<file path="src/rtl/scroll_pkg.sv">
// Package: shared widths for the scrolling address sequencer.
// Assumes one memory byte per display column.
package scroll_pkg;
    localparam int COL_W   = 11;           // column address bits per message
    localparam int SEL_W   = 2;            // message select bits
    localparam int DATA_W  = 8;            // fetched byte width
    localparam int DOT_W   = DATA_W - 1;   // row dots per column
    localparam int RATE_W  = 2;            // scroll rate select width
    localparam int DIV_W   = 1 << RATE_W;  // divider count width (max N = 2**DIV_W)
    localparam int ADDR_W  = COL_W + SEL_W;
endpackage

</file>
<file path="src/rtl/scan_divider.sv">
// Module: scan_divider
// Counts completed scans and gives a one-cycle tick on the Nth,
// where N = 2 << rate_sel. While pause is high the count holds.
// Assumes scan_done is a single-cycle pulse.
module scan_divider #(
    parameter int RATE_W = scroll_pkg::RATE_W,
    parameter int DIV_W  = scroll_pkg::DIV_W
) (
    input  logic              clk,
    input  logic              rst_n,
    input  logic              scan_done,
    input  logic              pause,
    input  logic [RATE_W-1:0] rate_sel,
    output logic              base_tick
);
    localparam logic [DIV_W:0] TWO = (DIV_W+1)'(2);
    localparam logic [DIV_W:0] ONE = (DIV_W+1)'(1);

    logic [DIV_W-1:0] cnt_q;
    logic [DIV_W:0]   limit;
    logic             at_limit;
    logic             count_en;

    // Terminal count for the selected rate, and the last-scan flag.
    always_comb begin
        limit    = (TWO << rate_sel) - ONE;
        at_limit = ({1'b0, cnt_q} >= limit);
        count_en = scan_done && !pause;
    end

    assign base_tick = count_en && at_limit;

    // Scan counter: wraps on the terminal count and holds while paused.
    always_ff @(posedge clk) begin
        if (!rst_n)
            cnt_q <= '0;
        else if (count_en)
            cnt_q <= at_limit ? '0 : cnt_q + 1'b1;
    end

    p_div_hold_r6: assert property (@(posedge clk) disable iff (!rst_n)
        (!scan_done || pause) |=> $stable(cnt_q));
endmodule

</file>
<file path="src/rtl/base_counter.sv">
// Module: base_counter
// Holds the first visible column of the window. A clear returns it
// to zero; otherwise an advance adds one, wrapping at the width.
// Assumes the advance is already gated by pause upstream.
module base_counter #(
    parameter int COL_W = scroll_pkg::COL_W
) (
    input  logic             clk,
    input  logic             rst_n,
    input  logic             advance,
    input  logic             clear,
    output logic [COL_W-1:0] base_col
);
    // Window start register; clear has priority over advance.
    always_ff @(posedge clk) begin
        if (!rst_n)
            base_col <= '0;
        else if (clear)
            base_col <= '0;
        else if (advance)
            base_col <= base_col + 1'b1;
    end

    p_base_clear_r7: assert property (@(posedge clk) disable iff (!rst_n)
        clear |=> (base_col == '0));
    p_base_idle_r5: assert property (@(posedge clk) disable iff (!rst_n)
        (!clear && !advance) |=> $stable(base_col));
endmodule

</file>
<file path="src/rtl/main_counter.sv">
// Module: main_counter
// Column pointer that is loadable from the window start and steps
// once per shown column. A load lands at the next edge and beats a step.
// Assumes load and step are single-cycle pulses.
module main_counter #(
    parameter int COL_W = scroll_pkg::COL_W
) (
    input  logic             clk,
    input  logic             rst_n,
    input  logic             load,
    input  logic             step,
    input  logic [COL_W-1:0] base_in,
    output logic [COL_W-1:0] col
);
    // Pointer register: load first, then step, with modulo wrap.
    always_ff @(posedge clk) begin
        if (!rst_n)
            col <= '0;
        else if (load)
            col <= base_in;
        else if (step)
            col <= col + 1'b1;
    end

    p_main_load_r3: assert property (@(posedge clk) disable iff (!rst_n)
        load |=> (col == $past(base_in)));
    p_main_step_r4: assert property (@(posedge clk) disable iff (!rst_n)
        (step && !load) |=> (col == $past(col) + 1'b1));
endmodule

</file>
<file path="src/rtl/scroll_addr_seq.sv">
// Module: scroll_addr_seq (top)
// Builds the column address for a right-to-left scrolling display.
// It chains the scan divider, the window-start counter and the column
// pointer, detects the end marker on fetched bytes and blanks that byte.
// Assumes fetch_data is the byte at mem_addr in the cycle of col_step,
// and that the scan source issues the scroll step before the load.
module scroll_addr_seq #(
    parameter int COL_W  = scroll_pkg::COL_W,
    parameter int SEL_W  = scroll_pkg::SEL_W,
    parameter int DATA_W = scroll_pkg::DATA_W,
    parameter int RATE_W = scroll_pkg::RATE_W,
    parameter int DIV_W  = scroll_pkg::DIV_W
) (
    input  logic                    clk,
    input  logic                    rst_n,
    input  logic                    col_step,
    input  logic                    scan_done,
    input  logic                    load_req,
    input  logic [DATA_W-1:0]       fetch_data,
    input  logic [SEL_W-1:0]        msg_sel,
    input  logic [RATE_W-1:0]       rate_sel,
    input  logic                    pause,
    output logic [COL_W+SEL_W-1:0]  mem_addr,
    output logic [DATA_W-2:0]       row_dots
);
    localparam int DOT_W = DATA_W - 1;

    logic             tick;
    logic             end_mark;
    logic [COL_W-1:0] base_col;
    logic [COL_W-1:0] ptr_col;

    // End marker only counts on a column that is actually shown.
    assign end_mark = col_step && fetch_data[DATA_W-1];

    scan_divider #(.RATE_W(RATE_W), .DIV_W(DIV_W)) u_div (
        .clk       (clk),
        .rst_n     (rst_n),
        .scan_done (scan_done),
        .pause     (pause),
        .rate_sel  (rate_sel),
        .base_tick (tick)
    );

    base_counter #(.COL_W(COL_W)) u_base (
        .clk      (clk),
        .rst_n    (rst_n),
        .advance  (tick),
        .clear    (end_mark),
        .base_col (base_col)
    );

    main_counter #(.COL_W(COL_W)) u_main (
        .clk     (clk),
        .rst_n   (rst_n),
        .load    (load_req),
        .step    (col_step),
        .base_in (base_col),
        .col     (ptr_col)
    );

    // Address and row data: region select on top, marker byte blanked.
    always_comb begin
        mem_addr = {msg_sel, ptr_col};
        row_dots = fetch_data[DATA_W-1] ? '0 : fetch_data[DOT_W-1:0];
    end
endmodule

</file>
<file path="config.mk">
export PLATFORM = sky130hd
export DESIGN_NAME = scroll_addr_seq
export DESIGN_NICKNAME = d
export VERILOG_FILES = /design/src/rtl/scroll_pkg.sv /design/src/rtl/scan_divider.sv /design/src/rtl/base_counter.sv /design/src/rtl/main_counter.sv /design/src/rtl/scroll_addr_seq.sv
export SDC_FILE = /design/constraint.sdc
export NUM_CORES = 1
export LEC_CHECK = 0
export ABC_AREA = 1
export BUFFER_PORTS_ARGS = -buffer_cell sky130_fd_sc_hd__buf_2
export CAP_MARGIN = 20
export CORE_UTILIZATION = 35
export DETAILED_ROUTE_END_ITERATION = 7
export PLACE_DENSITY_LB_ADDON = 0.12
export RECOVER_POWER = 50
export SLEW_MARGIN = 10
export SYNTH_ARGS = -nofsm -noshare
export SYNTH_HDL_FRONTEND = slang
export SYNTH_SLANG_ARGS = --single-unit
</file>
<file path="constraint.sdc">
create_clock -name clk -period 1.9 [get_ports clk]
set_input_delay 0.19 -clock clk [delete_from_list [all_inputs] [get_ports clk]]
set_output_delay 0.19 -clock clk [all_outputs]
set_load 0.05 [all_outputs]
</file>
==> results of run 1 <==
==> layout make-up <==
type / count / share of cell area
multi-input combinational: 172 / 0.503
sequential: 26 / 0.278
timing repair buffer: 34 / 0.0817
inverter: 36 / 0.0723
tap: 52 / 0.0348
clock buffer: 4 / 0.0295
==> per-stage QoR <==
stage,hold WS (ps),setup slack (ps),std cells,cell area (µm²)
3_3_place_gp,381,375,320,1840
6_report,204,323,324,1870
2_1_floorplan,288,277,242,1650
3_5_place_dp,381,330,320,1840
4_1_cts,208,326,324,1890
5_1_grt,211,185,324,1870
==> path summary, 6_finish.rpt <==
kind,startpoint,cells after the start,endpoint,slack (ps)
max reg2reg,u_div.cnt_q[2],9,u_base.base_col[1],320
min,rst_n,3,u_main.col[1],200
min reg2reg,u_base.base_col[0],2,u_base.base_col[0],520
max,u_div.cnt_q[2],9,u_base.base_col[1],320
==> sequential cells by signal (all words and copies together) (netlist names) <==
register	cells
u_base.base_col	11
u_main.col	11
u_div.cnt_q	4
==> logic make-up after synthesis <==
| family | Yosys count |
|---|---|
| compound gates | 31 |
| xor+xnor | 11 |
| fa+ha+maj | 6 |
| buf+inv | 44 |
| flops | 26 |
| simple gates | 124 |
==> worst reg2reg max path, cell delays in order (launching register included) <==
cell	delay, ps
sky130_fd_sc_hd__dfxtp_1	350
sky130_fd_sc_hd__ha_1	320
sky130_fd_sc_hd__nand2_1	60
sky130_fd_sc_hd__nand2_1	40
sky130_fd_sc_hd__nand2_1	90
sky130_fd_sc_hd__nand3_4	120
sky130_fd_sc_hd__nand2_2	220
sky130_fd_sc_hd__inv_1	120
sky130_fd_sc_hd__nor2_1	100
sky130_fd_sc_hd__nor2_1	50
==> where the power goes <==
group | internal (µW) | switching (µW)
clock | 185 | 183
combinational | 40.0 | 106
sequential | 553 | 10.6
total | 778 | 300
==> metal layers <==
layer  track usage  vias to the layer above  part of all wire
li1              -                      832                 -
met1         0.211                      673              0.49
met2         0.269                       27              0.46
met3        0.0256                        2             0.045
met4        0.0689                        0            0.0079
met5             0                        -                 0
==> cells in the final DEF, fill, tap and decap left out, types with 5 or more instances in the layout <==
cell	n
sky130_fd_sc_hd__a21oi_1	14
sky130_fd_sc_hd__a22oi_1	5
sky130_fd_sc_hd__buf_2	17
sky130_fd_sc_hd__clkbuf_1	16
sky130_fd_sc_hd__dfxtp_1	26
sky130_fd_sc_hd__ha_1	6
sky130_fd_sc_hd__inv_1	31
sky130_fd_sc_hd__inv_2	5
sky130_fd_sc_hd__nand2_1	55
sky130_fd_sc_hd__nand2_2	6
sky130_fd_sc_hd__nand3_1	20
sky130_fd_sc_hd__nand4_1	8
sky130_fd_sc_hd__nor2_1	23
sky130_fd_sc_hd__o21ai_0	5
sky130_fd_sc_hd__xor2_1	8
==> results.txt, run 1 <==
- Of the total synthesized cell area, the portion taken by full adders, half adders and majority gates is 0.0456.
- Area share of xor/xnor cells in the synthesized design: 0.0586
* Cts hold-fix bufs: 0
- For this run, the post-layout net count is 297.
- The mapped netlist covers 1650 µm².
- DIE WIDTH: 70.6 µm
- Summing over every cut layer, the via total after detailed routing is 1534.
- Standard cell core area: 4440 µm²
* 1st-iter DRT viols: 46
- Combinational family with the most area after synthesis: simple AND/OR/NAND/NOR gates
- Share of the yosys chip area belonging to registers: 0.316
- Area share of the leading cell type in the synthesized netlist: 0.316
- STA puts the critical path data arrival time at roughly 1800 ps.
- Ranked by total cell area, the synthesized netlist is headed by sky130_fd_sc_hd__dfxtp_1 (32%), sky130_fd_sc_hd__nand2_1 (13%), sky130_fd_sc_hd__inv_1 (7.1%).
- STA classifies the critical path endpoint as a register.
- Entering global routing, the biggest net connects 15 pins.
- For the final routed database, the setup TNS stands at 0 ps.
* Synth async-reset ratio: 0
- The sequential cells in the finished layout cover a total of 520 µm².
* Final Util: 0.421
- Count of yosys warnings during synthesis: 0
- Initial core utilization: 0.370
- Dividing the detail-routed via count by the number of cells gives between 4 and 5.
- TritonCTS sink count: 26
- The wire-length estimate of the detail-placed layout is 2790 µm.
- Subtracting the final worst setup slack from the clock period gives 1580 ps.
- Overall die height: 70.6 µm
* I/O pin cnt: 38
- Required time at the worst-slack endpoint: 2070 ps
- Along the worst path, the maximum fanout reaches 12.
- Measured against its own limit, the worst slew margin works out to 0.599.
- Setup violations remaining at the end of the flow were counted as 0.
* Max Fclk: 634 MHz
- Clock buffer count from CTS: 3
- The number of max-slew violations in the final report is 0.
- For the final database, setup skew stands at 3.38 ps.
- Synth top cells by count: sky130_fd_sc_hd__nand2_1 (55), sky130_fd_sc_hd__inv_1 (31), sky130_fd_sc_hd__dfxtp_1 (26)
- Total congestion overflow after global routing: 0
* Cells after Synth: 242
* Buffers and inverters on the worst path: 1
- Counting distinct cell types in the post-synthesis netlist gives 30.
- CTS built an H-tree with a depth of 1.
- In this run the power density over the cells is 577 nW/µm².
- The pre-antenna-repair detailed-routing pass consisted of 6 iterations.
* Run status: finished with violations
- List of cells traversed by the critical path: ha_1 > nand2_1 > nand2_1 > nand2_1 > nand3_4 > nand2_2 > inv_1 > nor2_1 > nor2_1
* Kind of cell with the highest combined delay on the critical path: simple AND/OR/NAND/NOR gates
* Aggregate routed wire length: 3670 µm
- Relative to the synthesized area, the layout overhead comes to 13.6%.
- Power comes to 1080 µW.
- After clock tree synthesis, the repair step resized 0 gates.
- Cell chosen for the clock root: sky130_fd_sc_hd__clkbuf_8
- Highest ir drop seen on vdd: between 200 and 300 µV
* Post-synthesis simple-gate area fraction: 0.357
* Multi-input gate area in the final layout: 941 µm²
- Fraction of layout instances using a drive strength above 1: 0.165
- The initial antenna violation count came to 0.
- In this run the worst hold path is classified as input pin to register.
- The via count of the first global-routing pass came to 1442.
- Mux share of post-synthesis cell area: 0
- Among the stages of the critical path, the cell type that occurs most often is sky130_fd_sc_hd__nand2_1.
- Of the available clock period, the critical path in the final layout requires 0.830.
- # Post-CTS Setup Buffers: 0
- Across the run, the number of max-cap violations was 0.
- The count of nets left with antenna violations once routing finished came out at 0.
- Clock tree from TritonCTS: done
* Clock-pin transition on the worst setup and hold timing paths: ~100 ps
- sky130_fd_sc_hd__dfxtp_1 takes more of the synthesized area than any other cell.
- Antenna diodes: 0
- Number of remaining DRC errors: 8
- Unrepaired setup endpoints after global routing: false
- Overall die area: 4980 µm²
- Measured slew at the worst slew-check pin: 604 ps
- Critical path's slowest cell: sky130_fd_sc_hd__dfxtp_1
* Kind of critical path: register to register
- The final reports fail on design-rule violations.
- Clock buffer depth: 2
* RD Place Congestion: 0.773
- When the netlist entered floorplanning its net count stood at 266.
- Number of I/O port buffers: 33
- Post-synth EDFFs: 0
- Most numerous cell in the Yosys netlist: sky130_fd_sc_hd__nand2_1
- The most used flip-flop cell after synthesis is sky130_fd_sc_hd__dfxtp_1.
- GRT Resource Usage Total: 0.162
* Clock insertion delay at the later pin of the skew report: 270 ps
* Avg Synthesized Cell Area: 6.80 µm²
* Peak per-stage delay on the critical path: 350 ps
* First-pass GRT wire length: 6460 µm
- Leak Pwr: 0.000810 µW
- In this run the core area contains 24 standard-cell rows.
- Dividing the detail-routed wire length by the instance count gives 11.3 µm.
* Number of inserted filler cells in the final layout: 519
* Synthesized-area fraction occupied by ao, oa, aoi and oai cells: 0.113
- FF+latch count, synth: 26
* Total count of hold-check failures in the final report: 0
- Crit path launch type: register
(Power assumes the default switching activity.)
==> inputs of run 2 (changes only) <==
Clock period 1.9 ns to 1.6 ns, I/O delays scaled along.
==> run 2 against run 1 <==
Effect of this change:
- the flow still finishes with violations (design-rule violations)
- setup slack got worse by 140 ps
- first-iteration DRC count grew 83%
- critical path depth unchanged
- sequential share of layout area is 0.16 points lower
- clock power increased by 18%
- final cell count increased by 0.31%
- non-clock buffer count rose by 1
- via count fell by 0.72%
- design area increased by 0.80%
- die area did not move
- critical path type unchanged
- highest routed layer unchanged
==> results.txt, run 2 (same netlist as run 1, synthesis figures left out) <==
- Critical Path Fanout Max: 12 (unchanged)
- Drt first pass iters: 6 (unchanged)
- The final count of hold timing violations is 0 (unchanged).
- The number of violations reported at the end of detailed-routing iteration 0 was 84 (+83%).
* I/O pin cnt: 38 (unchanged)
* Initial core utilization: 0.370 (unchanged)
- The die footprint was 4980 µm² (unchanged).
- Crit path arrival time: 1600 ps (-150 ps)
- Largest net degree at the start of global routing: 15 (unchanged)
- The count of H-tree levels built during CTS was 1 (unchanged).
- Max-capacitance violation count: 0 (unchanged)
* Detailed-route via count: 1523 (-0.72%)
- Clock tree from TritonCTS: done
- First-pass GRT wire length: 6250 µm (-3.2%)
* Launch instance of the worst min-delay path: rst_n
- Minimum setup slack in the final design: 180 ps (-143 ps)
- The total detailed-routing wirelength came to 3620 µm (-1.4%).
* End of the worst register-to-register path: u_base.base_col[1]
* Number of nets in the final layout: 298 (+0.34%)
* Total congestion overflow after global routing: 0 (unchanged)
* Layout overhead on the synthesized area: 14.5%
* GRT Resource Usage Total: 0.157 (-0.00548)
* Cts hold-fix bufs: 0 (unchanged)
- The number of buffers inserted by port buffering is 33 (unchanged).
- The flow ran to the end, but the final reports show violations.
* Clock buffer depth: 2 (unchanged)
- WHS Path Cells: 3 (unchanged)
* Crit path launch type: register
- The final reports fail on design-rule violations.
- Post-place setup slack: 101 ps (-228 ps)
- The overall die width was 70.6 µm (unchanged).
- List of cells traversed by the critical path: ha_1 > nand2_1 > nand2_1 > nand2_1 > nand3_4 > nand2_4 > inv_1 > nor2_1 > nor2_1
- Clock insertion delay at the later pin of the skew report: 280 ps (about the same)
* Cell chosen for the clock root: sky130_fd_sc_hd__clkbuf_8
* Via-to-Cell Ratio: 4.69 (-1.0%)
- The path with the worst hold slack has its endpoint at u_main.col[1].
- Half-perimeter wire length of the detailed placement result: 2770 µm (-0.80%)
- The buffer count from post-CTS setup fixing came to 0 (unchanged).
* Power per unit of standard cell area: 681 nW/µm² (+18%)
* Kind of critical path: register to register
- Required time at the worst-slack endpoint: 1780 ps (-290 ps)
- Measured slew at the worst slew-check pin: 598 ps (-6.49 ps)
* Kind of end point of the critical path: register
- Count of endpoints failing setup in the final report: 0 (unchanged)
- Largest registers: u_base.base_col (11), u_main.col (11), u_div.cnt_q (4)
- The post-route clock period utilization was 0.887 (+0.0573).
- The number of cells on the worst reg-to-reg path is 9 (unchanged).
- Leading cell type in the layout, fill and taps excluded: sky130_fd_sc_hd__nand2_1
- Max Fclk: 704 MHz (+11%)
- Sum Neg Setup Slack: 0 ps (unchanged)
- The final weighted congestion of routability-driven global placement was 0.771 (-0.35%).
* Post-DRT Antenna Nets: 0 (unchanged)
- Worst-case clock skew: 5.84 ps (+2.46 ps)
* Critical path's slowest cell: sky130_fd_sc_hd__dfxtp_1
- The total inserted antenna cells came to 0 (unchanged).
* TritonCTS sink count: 26 (unchanged)
* Peak per-stage delay on the critical path: 350 ps (about the same)
- The share of post-route cells with drive strength above 1 was 0.176 (+0.0104).
* Unrepaired setup endpoints after global routing: false
- The number of design rule violations left after detail routing was 10 (+2).
- Commonest cells after routing, fill and taps aside: sky130_fd_sc_hd__nand2_1 (55), sky130_fd_sc_hd__inv_1 (31), sky130_fd_sc_hd__dfxtp_1 (25)
- Cell type with the highest occurrence count on the critical path: sky130_fd_sc_hd__nand2_1
* Minimum clock period after layout: 1420 ps (-157 ps)
* Post-detailed-route wirelength per cell: 11.1 µm (-1.7%)
- Clock buffer count from CTS: 3 (unchanged)
- Hold Path Class: input pin to register
- The area of the core region was 4440 µm² (unchanged).
- Final Util: 0.424 (+0.00338)
- The worst-case headroom to the max-slew limit is 0.603 (+0.00431).
* Register-to-register setup slack: 180 ps (-140 ps)
- The chip height was 70.6 µm (unchanged).
- The number of instances resized during post-cts repair is 0 (unchanged).
- Via count of the first global-routing pass: 1466 (+1.7%)
- The initial antenna violation count came to 0 (unchanged).
* Highest ir drop seen on vdd: 289 µV (+13%)
* Final Max Slew Viols: 0 (unchanged)
* Clock-pin transition on the worst setup and hold timing paths: 90 ps (about the same)
- The number of placement rows came to 24 (unchanged).
- Leak Pwr: 0.000832 µW (+2.7%)
* Origin of the critical flop-to-flop path: u_div.cnt_q[2]
## run 2: cell types whose count changed in the layout (fill, tap and decap cells not counted), sizes merged
| cell | change |
|---|---|
| buf | +2 |
| clkbuf | -1 |
## run 2: metal layers
metal  vias up  GRT usage  wire, µm
met4         0     0.0733        63
met3         5     0.0214       110
met2        23      0.266      1610
met1       661      0.198      1840
met5         -          0         0
li1        834          -         -
## run 2: cell type report
class	instances	area, µm²
multi-input cells	172	946
flip-flops and latches	26	522
well taps	52	65.1
repair buffers	35	161
fillers	488	2560
clock buffers	4	55.1
inverters	36	135
## run 2: how the worst max path moves through the flow
stage / startpoint / endpoint / slack, ps / cells past startpoint
2_1_floorplan: u_main.col[3] / u_main.col[7] / 140 / 5
3_3_place_gp: u_div.cnt_q[2] / u_base.base_col[1] / 150 / 9
3_5_place_dp: u_div.cnt_q[2] / u_base.base_col[1] / 100 / 9
4_1_cts: u_div.cnt_q[2] / u_base.base_col[1] / 90 / 9
5_1_grt: u_div.cnt_q[2] / u_base.base_col[9] / 40 / 10
6_report: u_div.cnt_q[2] / u_base.base_col[1] / 180 / 9
## run 2: critical path, delay by kind of cell, from the launching register on
kind | cells | cell delay [ps]
AND/OR/NAND/NOR | 7 | 560
adder cells (fa/ha/maj) | 1 | 320
flip-flops | 1 | 350
buffers and inverters | 1 | 100
## run 2: power breakdown
| group | switching (µW) | total (µW) | leakage (µW) | internal [µW] |
|---|---|---|---|---|
| combinational | 129 | 178 | 0.000593 | 48.8 |
| sequential | 13.0 | 670 | 0.000211 | 657 |
| clock | 215 | 436 | 0.0000288 | 221 |
## run 2: per-stage QoR
step                      instance area [µm²]  cells  hold WS, ps  power, µW
after floorplan                          1650    242          258        823
after global placement                   1850    321          320        866
after detailed placement                 1850    321          320        866
after CTS                                1900    325          163       1300
after global routing                     1880    325          170       1350
final                                    1880    325          169       1280
